$ cat src/rtl/mg_pkg.sv
`timescale 1ns/1ps
package mg_pkg;

    localparam int ATTR_W    = 15;
    localparam int MIN_SZ_LG = 5;

    typedef enum logic [1:0] {
        MT_NORMAL = 2'd0,
        MT_DEVICE = 2'd1,
        MT_STRONG = 2'd2,
        MT_STRONG_ALT = 2'd3
    } mem_type_e;

    typedef enum logic [1:0] {
        ACC_READ  = 2'd0,
        ACC_WRITE = 2'd1,
        ACC_FETCH = 2'd2
    } acc_kind_e;

    // bit order matches the attribute word (en at bit 0, wback at bit 14)
    typedef struct packed {
        logic       wback;
        logic       share;
        mem_type_e  mtype;
        logic       xn;
        logic [1:0] perm_u;
        logic [1:0] perm_p;
        logic [4:0] size_lg;
        logic       en;
    } rgn_attr_t;

    function automatic rgn_attr_t decode_attr(input logic [ATTR_W-1:0] w);
        rgn_attr_t a;
        a.en      = w[0];
        a.size_lg = w[5:1];
        a.perm_p  = w[7:6];
        a.perm_u  = w[9:8];
        a.xn      = w[10];
        a.mtype   = mem_type_e'(w[12:11]);
        a.share   = w[13];
        a.wback   = w[14];
        return a;
    endfunction

    function automatic logic perm_reads(input logic [1:0] p);
        return p != 2'd0;
    endfunction

    function automatic logic perm_writes(input logic [1:0] p);
        return p[1];
    endfunction

endpackage

$ cat src/rtl/mg_cfg_regs.sv
`timescale 1ns/1ps
module mg_cfg_regs
    import mg_pkg::*;
#(
    parameter int NUM_RGN = 8,
    parameter int ADDR_W  = 32,
    parameter int CFG_AW  = 5
) (
    input  logic                           clk,
    input  logic                           rst_n,
    input  logic                           cfg_we,
    input  logic [CFG_AW-1:0]              cfg_addr,
    input  logic [ADDR_W-1:0]              cfg_wdata,
    output logic [NUM_RGN-1:0][ADDR_W-1:0] rgn_base,
    output rgn_attr_t [NUM_RGN-1:0]        rgn_attr,
    output logic                           chk_en,
    output logic                           flt_clr
);

    localparam logic [CFG_AW-1:0] CTRL_WORD = CFG_AW'(2 * NUM_RGN);
    localparam logic [CFG_AW-1:0] CLR_WORD  = CFG_AW'(2 * NUM_RGN + 1);

    typedef struct packed {
        logic [NUM_RGN-1:0][ADDR_W-1:0] base;
        rgn_attr_t [NUM_RGN-1:0]        attr;
        logic                           en;
    } cfg_state_t;

    cfg_state_t st_d, st_q;

    always_comb begin
        st_d = st_q;
        if (cfg_we) begin
            for (int i = 0; i < NUM_RGN; i++) begin
                if (cfg_addr == CFG_AW'(2 * i)) begin
                    st_d.base[i] = cfg_wdata;
                end else if (cfg_addr == CFG_AW'(2 * i + 1)) begin
                    st_d.attr[i] = decode_attr(cfg_wdata[ATTR_W-1:0]);
                end
            end
            if (cfg_addr == CTRL_WORD) begin
                st_d.en = cfg_wdata[0];
            end
        end
    end

    always_ff @(posedge clk or negedge rst_n) begin
        if (!rst_n) begin
            st_q <= '0;
        end else begin
            st_q <= st_d;
        end
    end

    assign rgn_base = st_q.base;
    assign rgn_attr = st_q.attr;
    assign chk_en   = st_q.en;
    assign flt_clr  = cfg_we && (cfg_addr == CLR_WORD);

endmodule

$ cat src/rtl/mg_region_lookup.sv
`timescale 1ns/1ps
module mg_region_lookup
    import mg_pkg::*;
#(
    parameter int NUM_RGN = 8,
    parameter int ADDR_W  = 32,
    parameter int IDX_W   = 3
) (
    input  logic [ADDR_W-1:0]              req_addr,
    input  logic                           req_write,
    input  logic                           req_fetch,
    input  logic                           req_priv,
    input  logic                           chk_en,
    input  logic [NUM_RGN-1:0][ADDR_W-1:0] rgn_base,
    input  rgn_attr_t [NUM_RGN-1:0]        rgn_attr,
    output logic                           allow,
    output logic                           hit,
    output logic [IDX_W-1:0]               hit_idx,
    output rgn_attr_t                      hit_attr
);

    logic [NUM_RGN-1:0] match_vec;

    for (genvar g = 0; g < NUM_RGN; g++) begin : g_rgn
        logic [4:0]        sz;
        logic [ADDR_W-1:0] keep;

        always_comb begin
            sz = (rgn_attr[g].size_lg < 5'(MIN_SZ_LG)) ? 5'(MIN_SZ_LG)
                                                        : rgn_attr[g].size_lg;
            for (int b = 0; b < ADDR_W; b++) begin
                keep[b] = (b >= int'(sz));
            end
        end

        assign match_vec[g] = rgn_attr[g].en &&
                              (((req_addr ^ rgn_base[g]) & keep) == '0);
    end

    logic [IDX_W-1:0] sel;
    logic             any;
    rgn_attr_t        sel_attr;
    logic [1:0]       perm;
    logic             no_exec;

    // ascending scan: the last match wins, so the highest index decides
    always_comb begin
        sel = '0;
        any = 1'b0;
        for (int i = 0; i < NUM_RGN; i++) begin
            if (match_vec[i]) begin
                any = 1'b1;
                sel = IDX_W'(i);
            end
        end
    end

    always_comb begin
        sel_attr = rgn_attr[sel];
        perm     = req_priv ? sel_attr.perm_p : sel_attr.perm_u;
        no_exec  = sel_attr.xn || (sel_attr.mtype != MT_NORMAL);

        if (!chk_en) begin
            allow = 1'b1;
        end else if (!any) begin
            allow = req_priv;
        end else if (req_fetch) begin
            allow = perm_reads(perm) && !no_exec;
        end else if (req_write) begin
            allow = perm_writes(perm);
        end else begin
            allow = perm_reads(perm);
        end

        hit      = chk_en && any;
        hit_idx  = hit ? sel : '0;
        hit_attr = hit ? sel_attr : '0;
    end

endmodule

$ cat src/rtl/mg_fault_log.sv
`timescale 1ns/1ps
module mg_fault_log #(
    parameter int ADDR_W = 32
) (
    input  logic              clk,
    input  logic              rst_n,
    input  logic              deny,
    input  logic [ADDR_W-1:0] req_addr,
    input  logic [2:0]        code,
    input  logic              clr,
    output logic              pulse,
    output logic              valid,
    output logic [ADDR_W-1:0] addr,
    output logic [2:0]        status
);

    typedef struct packed {
        logic              pulse;
        logic              valid;
        logic [ADDR_W-1:0] addr;
        logic [2:0]        status;
    } flt_state_t;

    flt_state_t st_d, st_q;

    always_comb begin
        st_d       = st_q;
        st_d.pulse = deny;
        if (clr) begin
            st_d.valid  = 1'b0;
            st_d.addr   = '0;
            st_d.status = '0;
        end
        if (deny && !st_d.valid) begin
            st_d.valid  = 1'b1;
            st_d.addr   = req_addr;
            st_d.status = code;
        end
    end

    always_ff @(posedge clk or negedge rst_n) begin
        if (!rst_n) begin
            st_q <= '0;
        end else begin
            st_q <= st_d;
        end
    end

    assign pulse  = st_q.pulse;
    assign valid  = st_q.valid;
    assign addr   = st_q.addr;
    assign status = st_q.status;

endmodule

$ cat src/rtl/mem_guard.sv
`timescale 1ns/1ps
module mem_guard
    import mg_pkg::*;
#(
    parameter int  NUM_RGN = 8,
    parameter int  ADDR_W  = 32,
    localparam int CFG_AW  = $clog2(2 * NUM_RGN + 2),
    localparam int IDX_W   = (NUM_RGN > 1) ? $clog2(NUM_RGN) : 1
) (
    input  logic              clk,
    input  logic              rst_n,
    input  logic              cfg_we,
    input  logic [CFG_AW-1:0] cfg_addr,
    input  logic [ADDR_W-1:0] cfg_wdata,
    input  logic              req_valid,
    input  logic [ADDR_W-1:0] req_addr,
    input  logic              req_write,
    input  logic              req_fetch,
    input  logic              req_priv,
    output logic              fwd_valid,
    output logic              hit,
    output logic [IDX_W-1:0]  hit_region,
    output logic [1:0]        hit_mtype,
    output logic              hit_share,
    output logic              hit_wback,
    output logic              flt_pulse,
    output logic              flt_valid,
    output logic [ADDR_W-1:0] flt_addr,
    output logic [2:0]        flt_status
);

    logic [NUM_RGN-1:0][ADDR_W-1:0] rgn_base;
    rgn_attr_t [NUM_RGN-1:0]        rgn_attr;
    logic                           chk_en;
    logic                           flt_clr;
    logic                           allow;
    rgn_attr_t                      hit_attr;
    logic                           deny;
    acc_kind_e                      kind;
    logic [2:0]                     code;

    mg_cfg_regs #(
        .NUM_RGN (NUM_RGN),
        .ADDR_W  (ADDR_W),
        .CFG_AW  (CFG_AW)
    ) u_cfg (
        .clk       (clk),
        .rst_n     (rst_n),
        .cfg_we    (cfg_we),
        .cfg_addr  (cfg_addr),
        .cfg_wdata (cfg_wdata),
        .rgn_base  (rgn_base),
        .rgn_attr  (rgn_attr),
        .chk_en    (chk_en),
        .flt_clr   (flt_clr)
    );

    mg_region_lookup #(
        .NUM_RGN (NUM_RGN),
        .ADDR_W  (ADDR_W),
        .IDX_W   (IDX_W)
    ) u_lookup (
        .req_addr  (req_addr),
        .req_write (req_write),
        .req_fetch (req_fetch),
        .req_priv  (req_priv),
        .chk_en    (chk_en),
        .rgn_base  (rgn_base),
        .rgn_attr  (rgn_attr),
        .allow     (allow),
        .hit       (hit),
        .hit_idx   (hit_region),
        .hit_attr  (hit_attr)
    );

    always_comb begin
        if (req_fetch) begin
            kind = ACC_FETCH;
        end else if (req_write) begin
            kind = ACC_WRITE;
        end else begin
            kind = ACC_READ;
        end
        code = {req_priv, kind};
    end

    assign deny      = req_valid && !allow;
    assign fwd_valid = req_valid && allow;
    assign hit_mtype = hit_attr.mtype;
    assign hit_share = hit_attr.share;
    assign hit_wback = hit_attr.wback;

    mg_fault_log #(
        .ADDR_W (ADDR_W)
    ) u_fault (
        .clk      (clk),
        .rst_n    (rst_n),
        .deny     (deny),
        .req_addr (req_addr),
        .code     (code),
        .clr      (flt_clr),
        .pulse    (flt_pulse),
        .valid    (flt_valid),
        .addr     (flt_addr),
        .status   (flt_status)
    );

endmodule

$ cat config.mk
export PLATFORM = sky130hd
export DESIGN_NAME = mem_guard
export DESIGN_NICKNAME = d
export VERILOG_FILES = /design/src/rtl/mg_pkg.sv /design/src/rtl/mg_cfg_regs.sv /design/src/rtl/mg_region_lookup.sv /design/src/rtl/mg_fault_log.sv /design/src/rtl/mem_guard.sv
export SDC_FILE = /design/constraint.sdc
export NUM_CORES = 1
export LEC_CHECK = 0
export ABC_AREA = 1
export BUFFER_PORTS_ARGS = -buffer_cell sky130_fd_sc_hd__clkbuf_2
export CORE_UTILIZATION = 65
export DETAILED_ROUTE_END_ITERATION = 7
export PLACE_DENSITY_LB_ADDON = 0.15
export RECOVER_POWER = 50
export SYNTH_ARGS = -nofsm -noshare
export SYNTH_HDL_FRONTEND = slang
export SYNTH_SLANG_ARGS = --single-unit
$ cat constraint.sdc
create_clock -name clk -period 6.1 [get_ports clk]
set_input_delay 1.22 -clock clk [delete_from_list [all_inputs] [get_ports clk]]
set_output_delay 1.22 -clock clk [all_outputs]
set_load 0.03 [all_outputs]
# Word level (Yosys, flattened, before mapping)
# Cells that the tools add are included.
[word_totals] regBits=414 out_inout_bits=46 mem_bits_rw=0 mem_bits_ro=0 input_bits=76 word_cells=458 mem_count=0 latch_bits=0
[classes] shift=0 n_lt_le_gt_ge=257 n_div=0 n_eq_ne=17 reduce_logical=47 mux=36 bitwise=24 addsub=0 multipliers=0
[ops] op="$ge 5x5->1 const A" n=120
[ops] op="$ge 4x5->1 const A" n=64
[ops] op="$and 32x32->32" n=8
[ops] op="$logic_not 32->1" n=8
[ops] op="$xor 32x32->32" n=8
[ops] op="$ge 3x5->1 const A" n=32
[ops] op="$ge 1x5->1 const A" n=16
[ops] op="$ge 2x5->1 const A" n=16
[ops] op="$mux 36" n=2
[ops] op="$bmux 15 s3" n=1
[ops] op="$eq 5x4->1 const B" n=8
[ops] op="$lt 5x3->1 const B" n=8
[ops] op="$mux 5" n=8
[ops] op="$mux 15" n=2
[ops] op="$reduce_and 3->1" n=8
[ops] op="$eq 5x3->1 const B" n=4
[ops] op="$reduce_and 2->1" n=9
[ops] op="$mux 3" n=5
[ops] op="$logic_and 1x1->1" n=14
[ops] op="$mux 1" n=14
[ops] op="$eq 5x2->1 const B" n=2
[ops] op="$eq 5x5->1 const B" n=2
[ops] op="$mux 2" n=4
[ops] op="$not 1->1" n=8
[ops] op="6 further kinds" n=10

# Depth between registers and ports, before layout
# Gate-level depths: netlist (run 1).
[logic_depth] word_depth=26 ltp_mapped=33 ltp_nobuf=30

# Modules after synthesis
# A second synthesis (run 1) with hierarchy kept.
[unflattened] cells_unflattened=3079 hier_area_um2=23028.3
[by_module_without_submodules] module="mg_cfg_regs" seq_area_each_um2=9434.0 area_each_um2=15147.0 instances=1 cells_per_inst=1715
[by_module_without_submodules] module="mg_region_lookup" seq_area_each_um2=0.0 area_each_um2=6382.4 instances=1 cells_per_inst=1200
[by_module_without_submodules] module="mg_fault_log" seq_area_each_um2=925.9 area_each_um2=1473.9 instances=1 cells_per_inst=158
[by_module_without_submodules] module="mem_guard" seq_area_each_um2=0.0 area_each_um2=25.0 instances=1 cells_per_inst=6

# Least setup slack after synthesis (run 1)
# OpenSTA, ideal clock, no wires.
[synth_path] kind="input to output" start="input req_addr[8]" end="output hit_share" slack_ns=0.980 arrival_time_ns=3.900 n_path_buf=2 stages=18 cell_sequence="buf_2 -> or2_1 -> o211ai_1 -> nand2_1 -> o21ai_1 -> inv_1 -> o21ai_1 -> nand2_1 -> a21oi_2 -> nand3_2 -> buf_6 -> nand2_1 -> nor2_4 -> inv_2 -> nor3_1 -> nor2_1 -> nand2_1 -> o22ai_1"
[synth_between] elab_chain_cells=14
[synth_rtl] element="from (decl)" line="mem_guard.sv:16" source="input logic [ADDR_W-1:0] req_addr,"
[synth_rtl] element="$xor 32x32->32" line="mg_region_lookup.sv:37" source="(((req_addr ^ rgn_base[g]) & keep) == '0);"
[synth_rtl] element="$and 32x32->32" line="mg_region_lookup.sv:37"
[synth_rtl] element="$logic_not 32->1" line="mg_region_lookup.sv:37"
[synth_rtl] element="$logic_and 1x1->1" line="mg_region_lookup.sv:36" source="assign match_vec[g] = rgn_attr[g].en &&"
[synth_rtl] element="$mux 1 (7 in series)" line="mg_region_lookup.sv:51" source="if (match_vec[i]) begin"
[synth_rtl] element="$mux 1 (*)" line="mg_region_lookup.sv:51"
[synth_rtl] element="$logic_and 1x1->1 (*)" line="mg_region_lookup.sv:75" source="hit = chk_en && any;"
[synth_rtl] element="named net hit" line="mem_guard.sv:21" source="output logic hit,"
[synth_rtl] element="$mux 15 (*)" line="mg_region_lookup.sv:77" source="hit_attr = hit ? sel_attr : '0;"
[synth_rtl] element="to (decl)" line="mem_guard.sv:24" source="output logic hit_share,"
# Mark *: on every way through the listed nets, which the timed path passes. The rest lies on a longest branch. The select of a mux whose other input is x is not followed.

# Worst setup path in the final report (run 1)
[layout_path] start="input req_addr[23]" end="output fwd_valid"
[layout_between] elab_chain_cells=21
[layout_rtl] element="$xor 32x32->32" line="mg_region_lookup.sv:37"
[layout_rtl] element="$and 32x32->32" line="mg_region_lookup.sv:37"
[layout_rtl] element="$logic_not 32->1" line="mg_region_lookup.sv:37"
[layout_rtl] element="$logic_and 1x1->1" line="mg_region_lookup.sv:36"
[layout_rtl] element="$mux 1" line="mg_region_lookup.sv:51"
[layout_rtl] element="$mux 2 (2 in series)" line="mg_region_lookup.sv:51"
[layout_rtl] element="$mux 3 (4 in series)" line="mg_region_lookup.sv:51"
[layout_rtl] element="$bmux 15 s3" line="mg_region_lookup.sv:59" source="sel_attr = rgn_attr[sel];"
[layout_rtl] element="$mux 15 (implied by the code)" line="mg_region_lookup.sv:59"
[layout_rtl] element="$reduce_bool 2->1" line="mg_region_lookup.sv:61" source="no_exec = sel_attr.xn || (sel_attr.mtype != MT_NORMAL);"
[layout_rtl] element="$logic_or 1x1->1" line="mg_region_lookup.sv:61"
[layout_rtl] element="$logic_not 1->1" line="mg_region_lookup.sv:68" source="allow = perm_reads(perm) && !no_exec;"
[layout_rtl] element="$logic_and 1x1->1" line="mg_region_lookup.sv:68"
[layout_rtl] element="$mux 1" line="mg_region_lookup.sv:67" source="end else if (req_fetch) begin"
[layout_rtl] element="$mux 1 (*)" line="mg_region_lookup.sv:65" source="end else if (!any) begin"
[layout_rtl] element="$mux 1 (*)" line="mg_region_lookup.sv:63" source="if (!chk_en) begin"
[layout_rtl] element="$logic_and 1x1->1 (*)" line="mem_guard.sv:88" source="assign fwd_valid = req_valid && allow;"
[layout_rtl] element="to (decl)" line="mem_guard.sv:20" source="output logic fwd_valid,"
# Every way passes the cells marked *; elsewhere a longest branch is shown, timed or not. The select of a mux whose other input is x is not followed.

==> results of run 1 <==
## metal layers
layer | share of wire | track usage
met5 | 0 | 0
met4 | 0.071 | 0.280
met3 | 0.090 | 0.0711
met2 | 0.46 | 0.707
met1 | 0.37 | 0.555
## power groups by stage
stage,clock network (mW),logic (mW),registers (mW)
after floorplan,0,1.20,3.52
after global placement,0,1.88,3.46
after detailed placement,0,1.93,3.48
after CTS,2.49,1.94,3.44
after global routing,2.59,2.16,3.51
final,2.49,1.96,3.46
## registers in the layout, summed over array words and instances (netlist names)
register	count
u_cfg.chk_en	1
u_cfg.rgn_attr	120
u_cfg.rgn_base	216
u_fault.addr	32
u_fault.pulse	1
u_fault.status	3
u_fault.valid	1
## logic make-up (layout without fill, tap and decap cells)
kind of cell | count (synthesis) | after routing
XOR/XNOR | 167 | 167
other | 0 | 2
flip-flops | 374 | 374
buffers and inverters | 371 | 430
AND/OR/NAND/NOR | 1099 | 1099
AO/OA/AOI/OAI | 517 | 517
## metrics by stage
| stage | util | power (mW) | worst slack [ps] |
|---|---|---|---|
| after floorplan | - | 4.71 | 980 |
| after global placement | 0.682 | 5.34 | 485 |
| after detailed placement | 0.682 | 5.40 | 465 |
| after CTS | 0.727 | 7.87 | 387 |
| after global routing | 0.725 | 8.26 | 48.4 |
| final | 0.726 | 7.91 | 354 |
## synth_stat cells (2+ instances only)
| master | count | area [um2] |
|---|---|---|
| a21oi_1 | 42 | 210 |
| a31oi_1 | 8 | 50.1 |
| o211ai_1 | 17 | 128 |
| nand3b_1 | 9 | 67.6 |
| inv_2 | 12 | 45.0 |
| nor2_1 | 117 | 439 |
| o21ai_0 | 399 | 2000 |
| or2_2 | 13 | 81.3 |
| xnor2_1 | 72 | 631 |
| nand4_1 | 51 | 319 |
| buf_4 | 14 | 105 |
| buf_6 | 11 | 124 |
| o221ai_1 | 2 | 17.5 |
| nand2_4 | 2 | 22.5 |
| a22oi_1 | 4 | 30.0 |
| nand3_2 | 2 | 20.0 |
| nand3_1 | 149 | 746 |
| inv_1 | 197 | 739 |
| nor4_1 | 4 | 25.0 |
| o22ai_1 | 7 | 43.8 |
| buf_2 | 37 | 185 |
| nand2_1 | 732 | 2750 |
| o2111ai_1 | 2 | 17.5 |
| a21boi_0 | 2 | 15.0 |
| nor3_1 | 7 | 35.0 |
| o21ai_1 | 14 | 70.1 |
| clkbuf_1 | 99 | 372 |
| nand2_2 | 5 | 31.3 |
| dfrtp_1 | 374 | 9360 |
| a32o_1 | 4 | 40.0 |
| a211oi_1 | 2 | 15.0 |
| xor2_1 | 94 | 823 |
| o311ai_0 | 5 | 43.8 |
## worst max-delay path, stage by stage
cell	delay, ps
clkbuf_2	300
inv_1	170
o21ai_0	190
a21oi_1	70
nor4_1	360
nand4_1	140
nor2_1	150
nand4_2	210
nand2_4	280
nand2_4	220
inv_2	270
nor2_1	80
o21ai_1	210
nand2_1	70
nand2_1	60
nand2_1	40
nand3_1	90
nand2_2	90
nor2_1	90
clkbuf_2	210
## path summary, 6_finish.rpt
check,start,endpoint
setup / recovery,req_addr[23],fwd_valid
hold / removal,u_cfg.rgn_attr[84]$_DFFE_PN0P_,u_cfg.rgn_attr[84]$_DFFE_PN0P_
setup reg to reg,u_cfg.rgn_attr[95]$_DFFE_PN0P_,u_fault.addr[13]$_DFFE_PN0P_
hold reg to reg,u_cfg.rgn_attr[84]$_DFFE_PN0P_,u_cfg.rgn_attr[84]$_DFFE_PN0P_
max in group asynchronous,rst_n,u_cfg.rgn_attr[46]$_DFFE_PN0P_
min in group asynchronous,rst_n,u_fault.addr[18]$_DFFE_PN0P_
## cell type report
| type | count | area share |
|---|---|---|
| antenna | 2 | 0.000232 |
| clock buffer | 59 | 0.0561 |
| clock inverter | 12 | 0.00608 |
| inverter | 210 | 0.0365 |
| multi-input combinational | 1783 | 0.409 |
| sequential | 374 | 0.433 |
| tap | 390 | 0.0226 |
| timing repair buffer | 149 | 0.0361 |
==> impl_metrics.csv, run 1 <==
group,metric,value,unit
run_status,outcome,"complete, but fails checks",
run_status,failed_checks,"capacitance limit, slew limit",
routing,drt_iter0_markers,2571,
routing,avgViaCountPerCell,6.23,
routing,routedWlPerCell,22.6,um
pwr,p_int,5.13,mW
routing,vias,18559,
floorplanning,die_x,176,um
floorplanning,coreArea,29800,um2
yosys,synth-xor-area-share,0.0744,
cells_and_area,num-nets-final,2634,
cells_and_area,syn_to_final_growth,9.38,%
sta,skew,17.9,ps
global_route,track_usage,0.439,
critical_path,crit_fanout,24,
global_route,grt_pass1_vias,17642,
critical_path,endpoint_kind,"output pin",
clock_network,cts_hold_buf,0,
critical_path,critPathKind,"in2out",
routing,routed_wl,67400,um
yosys,yosysSeqAreaShare,0.474,
pwr,clock_power_share,0.315,
sta,period_share,0.942,
yosys,netlist_instances,2528,
yosys,syn_area,19800,um2
cells_and_area,most-common-layout-cells,"nand2_1 (728), o21ai_0 (399), dfrtp_1 (374), inv_1 (197), nand3_1 (147)",
yosys,synth_edf_count,0,
pwr,power_frac_seq,0.438,
clock_network,h-tree-depth,2,
floorplanning,rows,63,
sta,hold_slack,482,ps
global_route,grt_max_degree,130,
placed_design,dpl_cell_area,20300,um2
cells_and_area,postLayoutCellArea,21600,um2
cells_and_area,final_common_cell,"nand2_1",
placed_design,dp.cells,2906,
yosys,post_synth.cell_area_avg,7.82,um2
global_route,grt-ovfl-total,0,
clock_network,cts_buffers,40,
critical_path,cp.arrival,4530,ps
run,maxCapViolCount,6,
clock_network,cts_tree,"yes",
critical_path,setup.worst_path.start_class,"primary input",
routing,drc_errors,0,
yosys,yosysWarnings,0,
critical_path,r2r_slack,1240,ps
placed_design,io_buffers,121,
sta,min_period,5750,ps
worst_hold_path,hold_class,"reg2reg",
sta,worstMarginPinSlew,2700,ps
floorplanning,die_h,176,um
clock_network,clk_latency,540,ps
sta,max_freq,174,MHz
cells_and_area,final_cells,2979,
placed_design,hpwlAfterDp,46800,um
critical_path,worstPathRequired,4880,ps
clock_network,cts-root-buf,"clkbuf_16",
pwr,combPwrFrac,0.247,
sta,setup-violations-final,0,
yosys,synth_ff_type,"dfrtp_1",
sta,slew_viol_final,437,
cells_and_area,fill_cells,2402,
clock_network,cts_resized,0,
routing,final_antenna_net_count,0,
sta,max-slew-margin-rel,-0.798,
cells_and_area,register_area,9360,um2
yosys,synth_top_family_by_area,"simple AND/OR/NAND/NOR gates",
yosys,synth_fp_nets,2604,
pwr,swShare,0.352,
floorplanning,dieArea,31100,um2
placed_design,place_congestion,1.08,
pwr,power_switching,2.79,mW
sta,hold_violations,0,
floorplanning,ios,122,
cells_and_area,multi_input_area,8850,um2
routing,first_pass_iters,6,
clock_network,cts.clk_slew.worst_paths,60,ps
cells_and_area,drive_gt1_frac,0.0935,
yosys,synthAdderAreaFrac,0,
sta,rsz0062_at_grt,"no",
global_route,antenna_found_initial,0,
clock_network,clock-sinks,374,
critical_path,r2r_cells,23,
worst_hold_path,hold_path_depth,2,
yosys,synth_seq_cells,374,
pwr,p_per_area,366,nW/um2
pwr,p_leak,10.8,nW
sta,tns,0,ps
yosys,ys_types,52,
pwr,ir_worst_vdd,0.244,mV
global_route,grt_pass1_wl,102000,um
yosys,synth_compound_area_frac,0.139,
clock_network,clockBufferDepth,3,
yosys,synth_mux_area_frac,0,
yosys,synth-simple-area-share,0.233,
clock_network,post_cts_buffers,0,
floorplanning,start_util,0.663,
yosys,synthArstFlopShare,1.00,
Power figures use the tool's default switching activity.
==> run 2, diff against run 1 <==
--- a/config.mk
+++ b/config.mk
@@ -5,10 +5,10 @@
 export SDC_FILE = /design/constraint.sdc
 export NUM_CORES = 1
 export LEC_CHECK = 0
-export ABC_AREA = 1
 export BUFFER_PORTS_ARGS = -buffer_cell sky130_fd_sc_hd__clkbuf_2
 export CORE_UTILIZATION = 65
 export DETAILED_ROUTE_END_ITERATION = 7
+export GPL_TIMING_DRIVEN = 0
 export PLACE_DENSITY_LB_ADDON = 0.15
 export RECOVER_POWER = 50
 export SYNTH_ARGS = -nofsm -noshare
==> run 2 against run 1 <==
Compared with the run above: the flow still finishes with violations (capacitance limit, slew limit); final cell count fell by 23%; synthesized cell count decreased by 32%; first-iteration DRC count is 31% lower; area after synthesis shrank 0.71%; setup slack worse by 320 ps; critical path type unchanged.
==> impl_metrics.csv, run 2 <==
group,metric,value,unit
cells_and_area,largest_reg_flops,216,
routing,routed_wl,63000,um
worst_hold_path,min_to,"u_cfg.rgn_attr[58]$_DFFE_PN0P_",
yosys,synth_fp_nets,1786,
pwr,clock_power_share,0.313,
yosys,post_synth.cell_area_avg,11.5,um2
pwr,p_per_area,358,nW/um2
cells_and_area,most-common-layout-cells,"dfrtp_1 (374), mux2_2 (332), xor2_1 (117), nand2_1 (114), clkbuf_2 (93)",
routing,first_pass_iters,7,
placed_design,dpl_cell_area,20700,um2
routing,avgViaCountPerCell,6.57,
yosys,synth_edf_count,0,
sta,max_freq,165,MHz
cells_and_area,final_common_cell,"dfrtp_1",
yosys,synthArstFlopShare,1.00,
run_status,outcome,"complete, but fails checks",
floorplanning,die_x,176,um
critical_path,critPathKind,"in2out",
critical_path,r2r_slack,1280,ps
yosys,synth-xor-area-share,0.0964,
routing,final_antenna_net_count,0,
routing,drt_iter0_markers,1763,
sta,slew_viol_final,204,
clock_network,clk_latency,550,ps
clock_network,cts-root-buf,"clkbuf_16",
global_route,antenna_found_initial,2,
critical_path,r2r_end,"u_fault.addr[6]$_DFFE_PN0P_",
cells_and_area,drive_gt1_frac,0.333,
global_route,grt-ovfl-total,0,
cells_and_area,fin_util,0.759,
critical_path,worstPathRequired,4880,ps
sta,max-slew-margin-rel,-1.33,
yosys,synthTopCellsByCount,"dfrtp_1 (374), mux2_2 (332), xor2_1 (118), nand2_1 (114), xnor2_1 (98)",
critical_path,path_cells,"buf_12, xor2_2, a22o_1, or4_1, or4_1, or3_4, a21boi_4, o21ai_4, buf_4, mux4_2, o31ai_1, and4_4, nor4_4, buf_6",
yosys,synth_seq_cells,374,
critical_path,cpMostUsedCell,"or4_1",
floorplanning,ios,122,
yosys,synth_most_common_cell,"dfrtp_1",
yosys,synth_top_family_by_area,"multiplexers",
sta,worstMarginPinSlew,3490,ps
critical_path,path_buf_inv,3,
yosys,netlist_instances,1710,
clock_network,h-tree-depth,2,
critical_path,cp.arrival,4840,ps
critical_path,endpoint_kind,"output pin",
sta,tns,0,ps
yosys,ys_types,79,
pwr,p_leak,10.2,nW
cells_and_area,syn_to_final_growth,14.6,%
floorplanning,rows,63,
routing,drc_errors,0,
pwr,finalPower,8.05,mW
pwr,power_frac_seq,0.423,
sta,min_period,6060,ps
clock_network,clock-sinks,374,
sta,hold_violations,0,
cells_and_area,antenna_cells,0,
run_status,failed_checks,"capacitance limit, slew limit",
floorplanning,dieArea,30900,um2
sta,skew,27.2,ps
cells_and_area,postLayoutCellArea,22500,um2
sta,finalWorstSetupSlack,36.6,ps
global_route,grt_max_degree,108,
yosys,yosysWarnings,0,
placed_design,hpwlAfterDp,42500,um
yosys,ys_top_cells_by_area,"dfrtp_1 (48%), mux2_2 (19%), xor2_1 (5.3%)",
placed_design,place_worst_setup_slack,-1780,ps
placed_design,io_buffers,92,
cells_and_area,num-nets-final,1940,
yosys,synth_top_area_frac,0.477,
yosys,synthAdderAreaFrac,0.000510,
global_route,track_usage,0.414,
yosys,synth_ff_type,"dfrtp_1",
worst_hold_path,hp-start,"u_cfg.rgn_attr[58]$_DFFE_PN0P_",
clock_network,cts.clk_slew.worst_paths,60,ps
pwr,combPwrFrac,0.264,
pwr,swShare,0.327,
run,maxCapViolCount,3,
global_route,grt_pass1_vias,14926,
floorplanning,die_h,176,um
critical_path,crit_family,"simple AND/OR/NAND/NOR gates",
yosys,synth.largest_area_cell,"dfrtp_1",
floorplanning,coreArea,29600,um2
critical_path,setup.worst_path.start_class,"primary input",
routing,vias,15033,
sta,period_share,0.994,
floorplanning,start_util,0.662,
pwr,ir_worst_vdd,0.295,mV
critical_path,cpPeakStageDelay,500,ps
routing,routedWlPerCell,27.6,um
global_route,grt_pass1_wl,92900,um
worst_hold_path,hold_class,"reg2reg",
sta,setup-violations-final,0,
clock_network,cts_buffers,41,
pwr,p_int,5.42,mW
placed_design,place_congestion,0.986,
yosys,syn_area,19600,um2
pwr,power_switching,2.63,mW
yosys,yosysSeqAreaShare,0.477,
critical_path,r2r_start,"u_cfg.rgn_attr[47]$_DFFE_PN0P_",
clock_network,cts_hold_buf,0,
clock_network,cts_tree,"yes",
clock_network,clockBufferDepth,3,
critical_path,critPathSlowestCell,"mux4_2",
yosys,synth_compound_area_frac,0.119,
yosys,synth_mux_area_frac,0.200,
critical_path,r2r_cells,18,
yosys,synth-simple-area-share,0.0653,
worst_hold_path,hold_path_depth,1,
critical_path,crit_fanout,9,
[run 2: routing by layer]
metal,GRT usage,vias to the layer above,routed length (um)
li1,-,6398,-
met1,0.564,7657,25100
met2,0.641,798,28600
met3,0.0747,180,5940
met4,0.202,0,3330
met5,0,-,0
[run 2: layout make-up]
class                           count  area, um2
Multi-Input combinational cell   1145       9660
Sequential cell                   374       9360
Fill cell                        2044       7150
Clock buffer                       61       1250
Buffer                            135        751
Timing Repair Buffer              112        639
Tap cell                          390        488
Inverter                           55        206
Clock inverter                     15        130
[run 2: logic make-up after synthesis]
logic type | Yosys count
mux | 341
simple gates | 270
buf+inv | 191
fa+ha+maj | 1
compound gates | 317
flops | 374
xor+xnor | 216
[run 2: metrics by stage]
step	hold slack [ps]	cells
after detailed placement	486	2199
final	503	2287
after global placement	481	2192
after floorplan	470	1710
after global routing	511	2287
after CTS	503	2282
[run 2: worst max-delay path by stage]
stage | startpoint | endpoint | slack, ps | cells past startpoint
floorplan | req_addr[27] | fwd_valid | 50 | 14
global placement | rst_n | u_cfg.rgn_attr[74]$_DFFE_PN0P_ | -4340 | 1
detailed placement | req_addr[28] | fwd_valid | -1780 | 15
CTS | req_addr[31] | fwd_valid | 4 | 14
global route | req_addr[25] | fwd_valid | -30 | 14
finish | req_addr[25] | fwd_valid | 40 | 14
[run 2: worst register-to-register path: cells and delay by family (launching register included)]
| kind | cells | cell delay [ps] |
|---|---|---|
| AOI/OAI and AO/OA | 8 | 1850 |
| buffers and inverters | 6 | 1190 |
| DFF | 1 | 420 |
| and+or+nand+nor | 4 | 1250 |
[run 2: power by group through the flow]
| stage | combinational (mW) | sequential [mW] | clock (mW) |
|---|---|---|---|
| after floorplan | 1.28 | 3.55 | 0 |
| after global placement | 2.00 | 3.39 | 0 |
| after detailed placement | 2.05 | 3.42 | 0 |
| after CTS | 2.10 | 3.38 | 2.53 |
| after global routing | 2.27 | 3.46 | 2.62 |
| final | 2.13 | 3.40 | 2.52 |
[run 2: timing repair]
item / in CTS / in global routing
endpoints found under the setup margin: 46 / 3
resized for setup: 64 / 38
cloned: 0 / 0
pin swaps: 15 / 10
setup buffers: 8 / 5
